File: src/rtl/ecs_pkg.sv
package ecs_pkg;

    localparam int POOL_W     = 128;
    localparam int WORD_W     = 64;
    localparam int LANES_USED = 125;
    localparam int WIN_CYC    = 81;
    localparam int MIX_CYC    = 81;
    localparam int RAW_CYC    = 8;
    localparam int BYTE_W     = 8;
    localparam int GRP_N      = POOL_W / BYTE_W;
    localparam int FIFO_DEPTH = 64;

    localparam int CNT_W = $clog2(WIN_CYC);
    localparam int GRP_W = $clog2(GRP_N);
    localparam int PTR_W = $clog2(FIFO_DEPTH);
    localparam int LVL_W = PTR_W + 1;

    localparam int TAP_A = 127;
    localparam int TAP_B = 125;
    localparam int TAP_C = 100;
    localparam int TAP_D = 98;

    localparam logic [POOL_W-1:0] POOL_SEED = 128'h6A09E667F3BCC908_BB67AE8584CAA73B;
    localparam logic [POOL_W-1:0] LANE_MASK =
        {{(POOL_W-LANES_USED){1'b0}}, {LANES_USED{1'b1}}};
    localparam logic [WORD_W-1:0] MIX_K = 64'h9E3779B97F4A7C15;
    localparam int MIX_ROT = 7;

    typedef enum logic {
        MODE_COND = 1'b0,
        MODE_RAW  = 1'b1
    } mode_e;

    typedef struct packed {
        mode_e mode;
        logic  ent;
    } ctl_s;

    typedef struct packed {
        logic              vld;
        logic [WORD_W-1:0] data;
    } word_s;

    function automatic logic [POOL_W-1:0] lfsr_next(input logic [POOL_W-1:0] p);
        logic fb;
        fb = p[TAP_A] ^ p[TAP_B] ^ p[TAP_C] ^ p[TAP_D];
        return {p[POOL_W-2:0], fb};
    endfunction

    function automatic logic [WORD_W-1:0] mix_fold(input logic [POOL_W-1:0] s);
        return s[POOL_W-1:WORD_W] ^ s[WORD_W-1:0];
    endfunction

    function automatic logic [WORD_W-1:0] mix_round(input logic [WORD_W-1:0] a);
        return {a[WORD_W-1-MIX_ROT:0], a[WORD_W-1:WORD_W-MIX_ROT]} + MIX_K;
    endfunction

endpackage

File: src/rtl/ecs_seq.sv
module ecs_seq
    import ecs_pkg::*;
#(
    parameter int WIN = WIN_CYC,
    parameter int RAW = RAW_CYC,
    parameter int CW  = CNT_W
) (
    input  logic clk,
    input  logic rst,
    input  logic flush,
    input  logic raw_req,
    input  logic ent_req,
    output ctl_s ctl,
    output logic wrap
);

    logic [CW-1:0] cnt;
    logic [CW-1:0] last;

    // Window length follows the mode latched for the current window.
    assign last = (ctl.mode == MODE_RAW) ? CW'(RAW - 1) : CW'(WIN - 1);
    assign wrap = (cnt == last);

    always_ff @(posedge clk) begin
        if (rst) begin
            cnt <= '0;
            ctl <= '{mode: MODE_COND, ent: 1'b0};
        end else if (flush || wrap) begin
            cnt <= '0;
            ctl <= '{mode: mode_e'(raw_req), ent: ent_req};
        end else begin
            cnt <= cnt + 1'b1;
        end
    end

endmodule

File: src/rtl/ecs_pool.sv
module ecs_pool
    import ecs_pkg::*;
#(
    parameter int PW = POOL_W
) (
    input  logic          clk,
    input  logic          clr,
    input  ctl_s          ctl,
    input  logic [PW-1:0] osc,
    output logic [PW-1:0] pool_nx
);

    logic [PW-1:0] pool;
    logic [PW-1:0] stir;

    assign stir    = ctl.ent ? (osc & LANE_MASK) : '0;
    assign pool_nx = lfsr_next(pool) ^ stir;

    always_ff @(posedge clk) begin
        if (clr) begin
            pool <= POOL_SEED;
        end else if (ctl.mode == MODE_COND) begin
            pool <= pool_nx;
        end
    end

endmodule

File: src/rtl/ecs_mixer.sv
module ecs_mixer
    import ecs_pkg::*;
#(
    parameter int PW     = POOL_W,
    parameter int WW     = WORD_W,
    parameter int ROUNDS = MIX_CYC
) (
    input  logic          clk,
    input  logic          clr,
    input  logic          load,
    input  logic [PW-1:0] snap,
    output word_s         res
);

    localparam int RW = $clog2(ROUNDS + 1);

    logic [WW-1:0] acc;
    logic [RW-1:0] left;
    logic          busy;

    // The last round is folded into the push so the word lands on edge ROUNDS.
    assign res.vld  = busy && (left == RW'(1));
    assign res.data = mix_round(acc);

    always_ff @(posedge clk) begin
        if (clr) begin
            acc  <= '0;
            left <= '0;
            busy <= 1'b0;
        end else if (load) begin
            acc  <= mix_fold(snap);
            left <= RW'(ROUNDS);
            busy <= 1'b1;
        end else if (busy) begin
            acc  <= mix_round(acc);
            left <= left - 1'b1;
            busy <= (left != RW'(1));
        end
    end

endmodule

File: src/rtl/ecs_raw.sv
module ecs_raw
    import ecs_pkg::*;
#(
    parameter int PW = POOL_W,
    parameter int BW = BYTE_W,
    parameter int GN = GRP_N,
    parameter int GW = GRP_W,
    parameter int WW = WORD_W
) (
    input  logic          clk,
    input  logic          clr,
    input  logic          active,
    input  logic          wrap,
    input  logic [GW-1:0] grp,
    input  logic [PW-1:0] osc,
    output word_s         res
);

    localparam int SH_W = WW - BW;

    logic [BW-1:0]   lane_grp [GN];
    logic [BW-1:0]   pick;
    logic [SH_W-1:0] sh;

    for (genvar g = 0; g < GN; g++) begin : g_grp
        assign lane_grp[g] = osc[g*BW +: BW];
    end

    assign pick     = lane_grp[grp];
    assign res.vld  = active && wrap;
    assign res.data = {sh, pick};

    always_ff @(posedge clk) begin
        if (clr) begin
            sh <= '0;
        end else if (active) begin
            sh <= {sh[SH_W-BW-1:0], pick};
        end
    end

endmodule

File: src/rtl/ecs_fifo.sv
module ecs_fifo
    import ecs_pkg::*;
#(
    parameter int DW    = WORD_W,
    parameter int DEPTH = FIFO_DEPTH,
    parameter int AW    = PTR_W,
    parameter int LW    = LVL_W
) (
    input  logic          clk,
    input  logic          clr,
    input  word_s         wr,
    input  logic          rd_req,
    output logic [DW-1:0] dout,
    output logic [LW-1:0] level,
    output logic          ovf
);

    logic [DW-1:0] mem [DEPTH];
    logic [AW-1:0] wp;
    logic [AW-1:0] rp;
    logic          pop;
    logic          accept;

    assign pop    = rd_req && (level != '0);
    assign accept = wr.vld && ((level != LW'(DEPTH)) || pop);
    assign dout   = (level != '0) ? mem[rp] : '0;

    always_ff @(posedge clk) begin
        if (accept && !clr) begin
            mem[wp] <= wr.data;
        end
    end

    always_ff @(posedge clk) begin
        if (clr) begin
            wp    <= '0;
            rp    <= '0;
            level <= '0;
            ovf   <= 1'b0;
        end else begin
            if (accept) wp <= wp + 1'b1;
            if (pop)    rp <= rp + 1'b1;
            case ({accept, pop})
                2'b10:   level <= level + 1'b1;
                2'b01:   level <= level - 1'b1;
                default: level <= level;
            endcase
            if (wr.vld && !accept) ovf <= 1'b1;
        end
    end

endmodule

File: src/rtl/entropy_cond_seq.sv
module entropy_cond_seq
    import ecs_pkg::*;
(
    input  logic                clk,
    input  logic                rst,
    input  logic [POOL_W-1:0]   osc_i,
    input  logic                ent_en_i,
    input  logic                raw_mode_i,
    input  logic [GRP_W-1:0]    grp_sel_i,
    input  logic                flush_i,
    input  logic                rd_i,
    output logic [WORD_W-1:0]   data_o,
    output logic                valid_o,
    output logic [LVL_W-1:0]    level_o,
    output logic                ovf_o
);

    ctl_s              ctl;
    logic              wrap;
    logic              clr;
    logic              mix_load;
    logic [POOL_W-1:0] pool_nx;
    word_s             mix_res;
    word_s             raw_res;
    word_s             push;

    assign clr = rst || flush_i;
    // A conditioned window starts the mixer only if the next window stays conditioned.
    assign mix_load = wrap && (ctl.mode == MODE_COND) && !raw_mode_i;

    ecs_seq #(.WIN(WIN_CYC), .RAW(RAW_CYC), .CW(CNT_W)) u_seq (
        .clk     (clk),
        .rst     (rst),
        .flush   (flush_i),
        .raw_req (raw_mode_i),
        .ent_req (ent_en_i),
        .ctl     (ctl),
        .wrap    (wrap)
    );

    ecs_pool #(.PW(POOL_W)) u_pool (
        .clk     (clk),
        .clr     (clr),
        .ctl     (ctl),
        .osc     (osc_i),
        .pool_nx (pool_nx)
    );

    ecs_mixer #(.PW(POOL_W), .WW(WORD_W), .ROUNDS(MIX_CYC)) u_mix (
        .clk  (clk),
        .clr  (clr),
        .load (mix_load),
        .snap (pool_nx),
        .res  (mix_res)
    );

    ecs_raw #(.PW(POOL_W), .BW(BYTE_W), .GN(GRP_N), .GW(GRP_W), .WW(WORD_W)) u_raw (
        .clk    (clk),
        .clr    (clr),
        .active (ctl.mode == MODE_RAW),
        .wrap   (wrap),
        .grp    (grp_sel_i),
        .osc    (osc_i),
        .res    (raw_res)
    );

    // The two producers never push on the same edge: raw pushes need raw mode latched.
    assign push = raw_res.vld ? raw_res : mix_res;

    ecs_fifo #(.DW(WORD_W), .DEPTH(FIFO_DEPTH), .AW(PTR_W), .LW(LVL_W)) u_fifo (
        .clk    (clk),
        .clr    (clr),
        .wr     (push),
        .rd_req (rd_i),
        .dout   (data_o),
        .level  (level_o),
        .ovf    (ovf_o)
    );

    assign valid_o = (level_o != '0);

endmodule

File: config.mk
export PLATFORM = sky130hd
export DESIGN_NAME = entropy_cond_seq
export DESIGN_NICKNAME = d
export VERILOG_FILES = /design/src/rtl/ecs_pkg.sv /design/src/rtl/ecs_seq.sv /design/src/rtl/ecs_pool.sv /design/src/rtl/ecs_mixer.sv /design/src/rtl/ecs_raw.sv /design/src/rtl/ecs_fifo.sv /design/src/rtl/entropy_cond_seq.sv
export SDC_FILE = /design/constraint.sdc
export NUM_CORES = 2
export LEC_CHECK = 0
export BUFFER_PORTS_ARGS = -buffer_cell sky130_fd_sc_hd__buf_2
export CAP_MARGIN = 20
export CORE_UTILIZATION = 25
export DETAILED_ROUTE_END_ITERATION = 7
export HOLD_SLACK_MARGIN = 0.06
export MAX_ROUTING_LAYER = met4
export PLACE_DENSITY = 0.39
export SLEW_MARGIN = 20
export SYNTH_ARGS = -nofsm -noshare
export SYNTH_HDL_FRONTEND = slang
export SYNTH_SLANG_ARGS = --single-unit
File: constraint.sdc
create_clock -name clk -period 10.2 [get_ports clk]
set_clock_uncertainty 0.2 [all_clocks]
set_input_delay 2.04 -clock clk [delete_from_list [all_inputs] [get_ports clk]]
set_output_delay 2.04 -clock clk [all_outputs]
set_load 0.03 [all_outputs]
Yosys cells after proc, flatten, opt, wreduce, memory -nomap -nowiden
Memories as Yosys holds them, arrays and structs flattened. A register that Yosys moved wholly into a read port is not among the register bits. Cells that the tools add are included. W data, S select, Z words.

RAM bits: 4096. Logic and storage cells: 72. Register bits: 285. Bits of input ports: 138. Output and inout bits: 73. Memories kept: 1.

Memories: u_fifo.mem (words 64, width 64, rd ports 1, clocked after memory_dff 1, write ports 1, RTL line ecs_fifo.sv:18) `logic [DW-1:0] mem [DEPTH];`.

Order comparisons: 1. $add $sub $neg: 7. Reductions and logical operators: 19. Eq/ne operators: 6. Bitwise gates (word level): 7. Mux-type cells: 18.

Operators with widths (count): $mux W64 (3); $xor A128 B128 Y128 (1); $mux W125 (1); $mux W65 (1); $add A64 B64 Y64 const B (1); $xor A64 B64 Y64 (1); $bmux W8 S4 (1); $mux W7 (3); $mux W8 (2); $add A7 B1 Y7 const B (2); $pmux W7 S2 (1); $sub A7 B1 Y7 const B (2); $add A6 B1 Y6 const B (2); $mux W6 (2); $logic_and A1 B1 Y1 (8); $eq A7 B1 Y1 const B (1); $eq A7 B7 Y1 (1); $ne A7 B1 Y1 const B (1); $ne A7 B7 Y1 const B (1); $reduce_bool A7 Y1 (1); $ge A5 B5 Y1 const B (1); $not A4 Y5 (1); $mux W1 (4); $reduce_bool A2 Y1 (2); other kinds (7) (14).

Depth between registers and ports, before layout
Depth in word-level cells: 9. Depth in mapped cells: 15. Depth with buffers taken out: 15.

Modules after synthesis
From an unflattened synthesis, not the netlist that was laid out.

Cells, all modules: 8625. Area, all modules: 174461.1 um^2.

By module, submodules not included: ecs_fifo (times used 1, cells an instance 6679, area each 156784.1 um^2, sequential area each 123518.5 um^2); ecs_pool (times used 1, cells an instance 831, area each 7564.8 um^2, sequential area each 2562.5 um^2); ecs_mixer (times used 1, cells an instance 690, area each 5532.8 um^2, sequential area each 1441.4 um^2); ecs_raw (times used 1, cells an instance 304, area each 3144.3 um^2, sequential area each 1121.1 um^2); entropy_cond_seq (times used 1, cells an instance 77, area each 1012.2 um^2, sequential area each 0.0 um^2); ecs_seq (times used 1, cells an instance 44, area each 422.9 um^2, sequential area each 180.2 um^2).

Least setup slack after synthesis
No wires, ideal clock.

Kind: input port to flip-flop. From: in flush_i. To: mem u_fifo.mem[26][0] in the netlist's numbering, enable pin. Required time: 9.435 ns. Cell stages on the path: 4. Path buffers: 1. Arrival: 7.028 ns. Setup slack: 2.407 ns. Library setup time: 0.565 ns. Path through: nor2_1 -> clkbuf_1 -> nand2_1 -> nor3_1.

Longest elaborated chain between the ends: 5.

RTL lines: from (decl) (RTL line entropy_cond_seq.sv:10) `input logic flush_i,`; $logic_or A1 B1 Y1 (RTL line entropy_cond_seq.sv:27) `assign clr = rst || flush_i;`; $logic_not A1 Y1 (RTL line ecs_fifo.sv:29) `if (accept && !clr) begin`; $logic_and A1 B1 Y1 (RTL line ecs_fifo.sv:29); $mux W1 (RTL line ecs_fifo.sv:29); $mux W1 (not written as such) (RTL line ecs_fifo.sv:30) `mem[wp] <= wr.data;`; to (decl) (RTL line ecs_fifo.sv:18).

No other way between the ends.

==> flow_metrics.tcl <==
set metrics [dict create \
    status "finished, final reports clean" \
    final_nets 8836 \
    cts.sinks 4387 \
    synth-edff-count 4096 \
    dp.final_hpwl_um 326000 \
    io_pins 211 \
    crit_top_cell "mux4_2" \
    arrival_ps 5300 \
    yosys.area.top_type_share 0.7095 \
    min_period_ps 7539 \
    max_freq_ghz 0.1326 \
    vias 87462 \
    grt_max_degree 125 \
    grt-ovfl-total 0 \
    layout-drive-gt1-share 0.3011 \
    reg2regPathDepth 8 \
    coreArea_um2 690300 \
    ant_nets 0 \
    worst_pin_slew_ps 1189 \
    cts_setup_buffers 0 \
    fillers 67097 \
    die_area_um2 696700 \
    crit_cells 8 \
    yosys_warnings 0 \
    yosysMostFrequentCell "edfxtp_1" \
    synth_area_um2 173400 \
    ctsResizeCount 0 \
    leakage_nw 56.17 \
    end_kind "primary output" \
    maxCapViolCount 0 \
    hold_violations 0 \
    grt_pass1_wl_um 806300 \
    relSlewSlack 0.2074 \
    ctsHoldBuffers 0 \
    portBuffers 210 \
    track_usage 0.1731 \
    syn-instance-count 8154 \
    area_growth_pct 17.43 \
    cts_tree "yes" \
    place.gp.congestion 0.8201 \
    drtIter0Drc 9559 \
    crit_family "multiplexers" \
    swShare 0.2098 \
    setup_viol_count_final 0 \
    synth.distinct_cells 65 \
    required_ps 7960 \
    pre_cts_slack_ps 3642 \
    antenna_found_initial 42 \
    finalWirelength_um 600000 \
    fin_crit_sh 0.7391 \
    dieWidth_um 834.7 \
    ys_async_sr_fraction 0 \
    synth_seq_cells 4387 \
    avgViaCountPerCell 4.772 \
    dr.pass1.iters 5 \
    cts_made_buffers 485 \
    path_clk_slew_ps 60 \
    path_class "register to primary output" \
    synth_largest_area_cell "edfxtp_1" \
    crit_fanout 83 \
    worst-path-buf-inv 4 \
    max_stage_delay_ps 830 \
    clockBufferDepth 4 \
    syn-mean-instance-area_um2 21.26 \
    drc 0 \
    syn-num-nets 8304 \
    yosys-top-cells-count "4096 x edfxtp_1, 1384 x mux4_2, 380 x nor2_1" \
    critPathSlowestCell "dfxtp_4" \
    start_util 0.2511 \
    hold_path_class "register to register" \
    row_count 305 \
    grt_pass1_vias 89839 \
    p_comb_frac 0.011 \
    p_seq_frac 0.525 \
    final.setup.tns_ps 0 \
    synth.area.top_cells "edfxtp_1 71%, mux4_2 18%, dfxtp_1 3.4%" \
    fin_ws_ps 2661 \
    clock_latency_ps 1110 \
    clkPwrFrac 0.464 \
    rsz0062_at_grt "false" \
    yosys_most_used_dff "edfxtp_1" \
    critPathLaunchType "register" \
    ir_drop_v 0.0001673 \
    p_switching_mw 7.770 \
    path_cells "buf_12 > buf_12 > buf_16 > mux4_2 > mux4_2 > mux4_2 > and2_1 > buf_2" \
    cellPowerDensity_nw_per_um2 181.9 \
    p_int_mw 29.26 \
    hold_depth 1 \
    synth-seq-area-share 0.7431 \
    cts_root_buffer "clkbuf_16" \
    drv_slew 0 \
    fp.dieH_um 834.7 \
    htree_levels 5 \
    wl_per_cell_um 32.74 \
]
[cell type report]
cell class / count / area (um^2) / share of cell area
flip-flops and latches: 4387 / 128900 / 0.6330
multi-input cells: 3275 / 43640 / 0.2144
clock buffers: 610 / 12750 / 0.06262
well taps: 9210 / 11520 / 0.05661
repair buffers: 517 / 3946 / 0.01939
clock inverters: 289 / 2723 / 0.01337
inverters: 20 / 75.07 / 0.0003688
diodes: 20 / 50.05 / 0.0002459
[worst paths after layout]
kind,startpoint,end,slack (ps)
min reg2reg,u_seq.cnt[0],u_seq.cnt[0],280
max,register,data_o[38],2660
max reg2reg,u_mix.busy,u_fifo.mem[40][14],3720
min,u_seq.cnt[0],u_seq.cnt[0],280
[worst register-to-register path: stages, from the launching register on]
cell and delay (ps):
dfxtp_2 320, buf_4 700, inv_1 130, o21ai_0 830, nand2_1 540, nor2_1 440, nand3b_1 690, nor2_4 1070
buf_4 750
[kinds of logic after synthesis]
| logic type | share of synthesized area |
|---|---|
| DFF | 0.7431 |
| muxes | 0.1881 |
| and+or+nand+nor | 0.02435 |
| buffers and inverters | 0.01128 |
| xor gates and xnor gates | 0.01981 |
| AOI/OAI and AO/OA | 0.01244 |
| adders and majority gates | 0.0009094 |
[state kept, by name, summed over array words and instances, names as in the netlist, named ones only]
register	cells
u_mix.acc	64
u_fifo.level	7
u_fifo.wp	6
u_pool.pool	128
u_seq.ctl	2
u_fifo.ovf	1
u_mix.busy	1
u_seq.cnt	7
u_mix.left	7
u_raw.sh	56
u_fifo.rp	6
u_fifo.mem	4096
[through the flow]
step                area [um^2]  hold slack, ps    util  cells  power, mW
floorplan                173400           225.7       -   8154      20.05
global placement         187800           243.8  0.2721  17402      20.21
detailed placement       188000           259.0  0.2723  17408      20.22
CTS                      203500           279.3  0.2947  18307      37.46
global route             203500           292.8  0.2948  18316      38.10
finish                   203600           280.3  0.2949  18328      37.03
[cell usage in the layout (no fill, tap or decap), types with 20 or more instances in the layout]
| master | synthesis | layout |
|---|---|---|
| mux2i_1 | 139 | 139 |
| a21oi_1 | 168 | 138 |
| a211oi_1 | 26 | 26 |
| inv_1 | 20 | 20 |
| and2_1 | 70 | 70 |
| nor2_1 | 380 | 317 |
| nor2_4 | 0 | 63 |
| buf_4 | 0 | 264 |
| buf_12 | 0 | 39 |
| clkinv_2 | 0 | 99 |
| clkinv_1 | 0 | 113 |
| nor3_1 | 34 | 29 |
| diode_2 | 0 | 20 |
| nand3_1 | 21 | 21 |
| clkbuf_16 | 0 | 486 |
| edfxtp_1 | 4096 | 4096 |
| xnor2_1 | 198 | 198 |
| nand2_1 | 378 | 364 |
| mux4_2 | 1384 | 1384 |
| buf_2 | 75 | 209 |
| xor2_1 | 194 | 194 |
| dfxtp_1 | 291 | 282 |
| bufinv_16 | 0 | 34 |
| clkbuf_1 | 318 | 112 |
| o21ai_0 | 79 | 64 |
| a21oi_4 | 0 | 29 |
[metal layers]
layer,part of all wire,GRT usage,vias up
li1,-,-,34824
met1,0.45,0.2391,49253
met2,0.48,0.2804,2733
met3,0.049,0.01992,652
met4,0.017,0.02848,0
met5,0,-,-
[power by group through the flow]
stage                     registers [mW]  clock network [mW]  logic (mW)
after global routing                19.4                18.2       0.437
after floorplan                     19.8                   0       0.253
final                               19.4                17.2       0.405
after global placement              19.8                   0       0.404
after CTS                           19.4                17.6       0.408
after detailed placement            19.8                   0       0.406
Power figures use the tool's default switching activity.
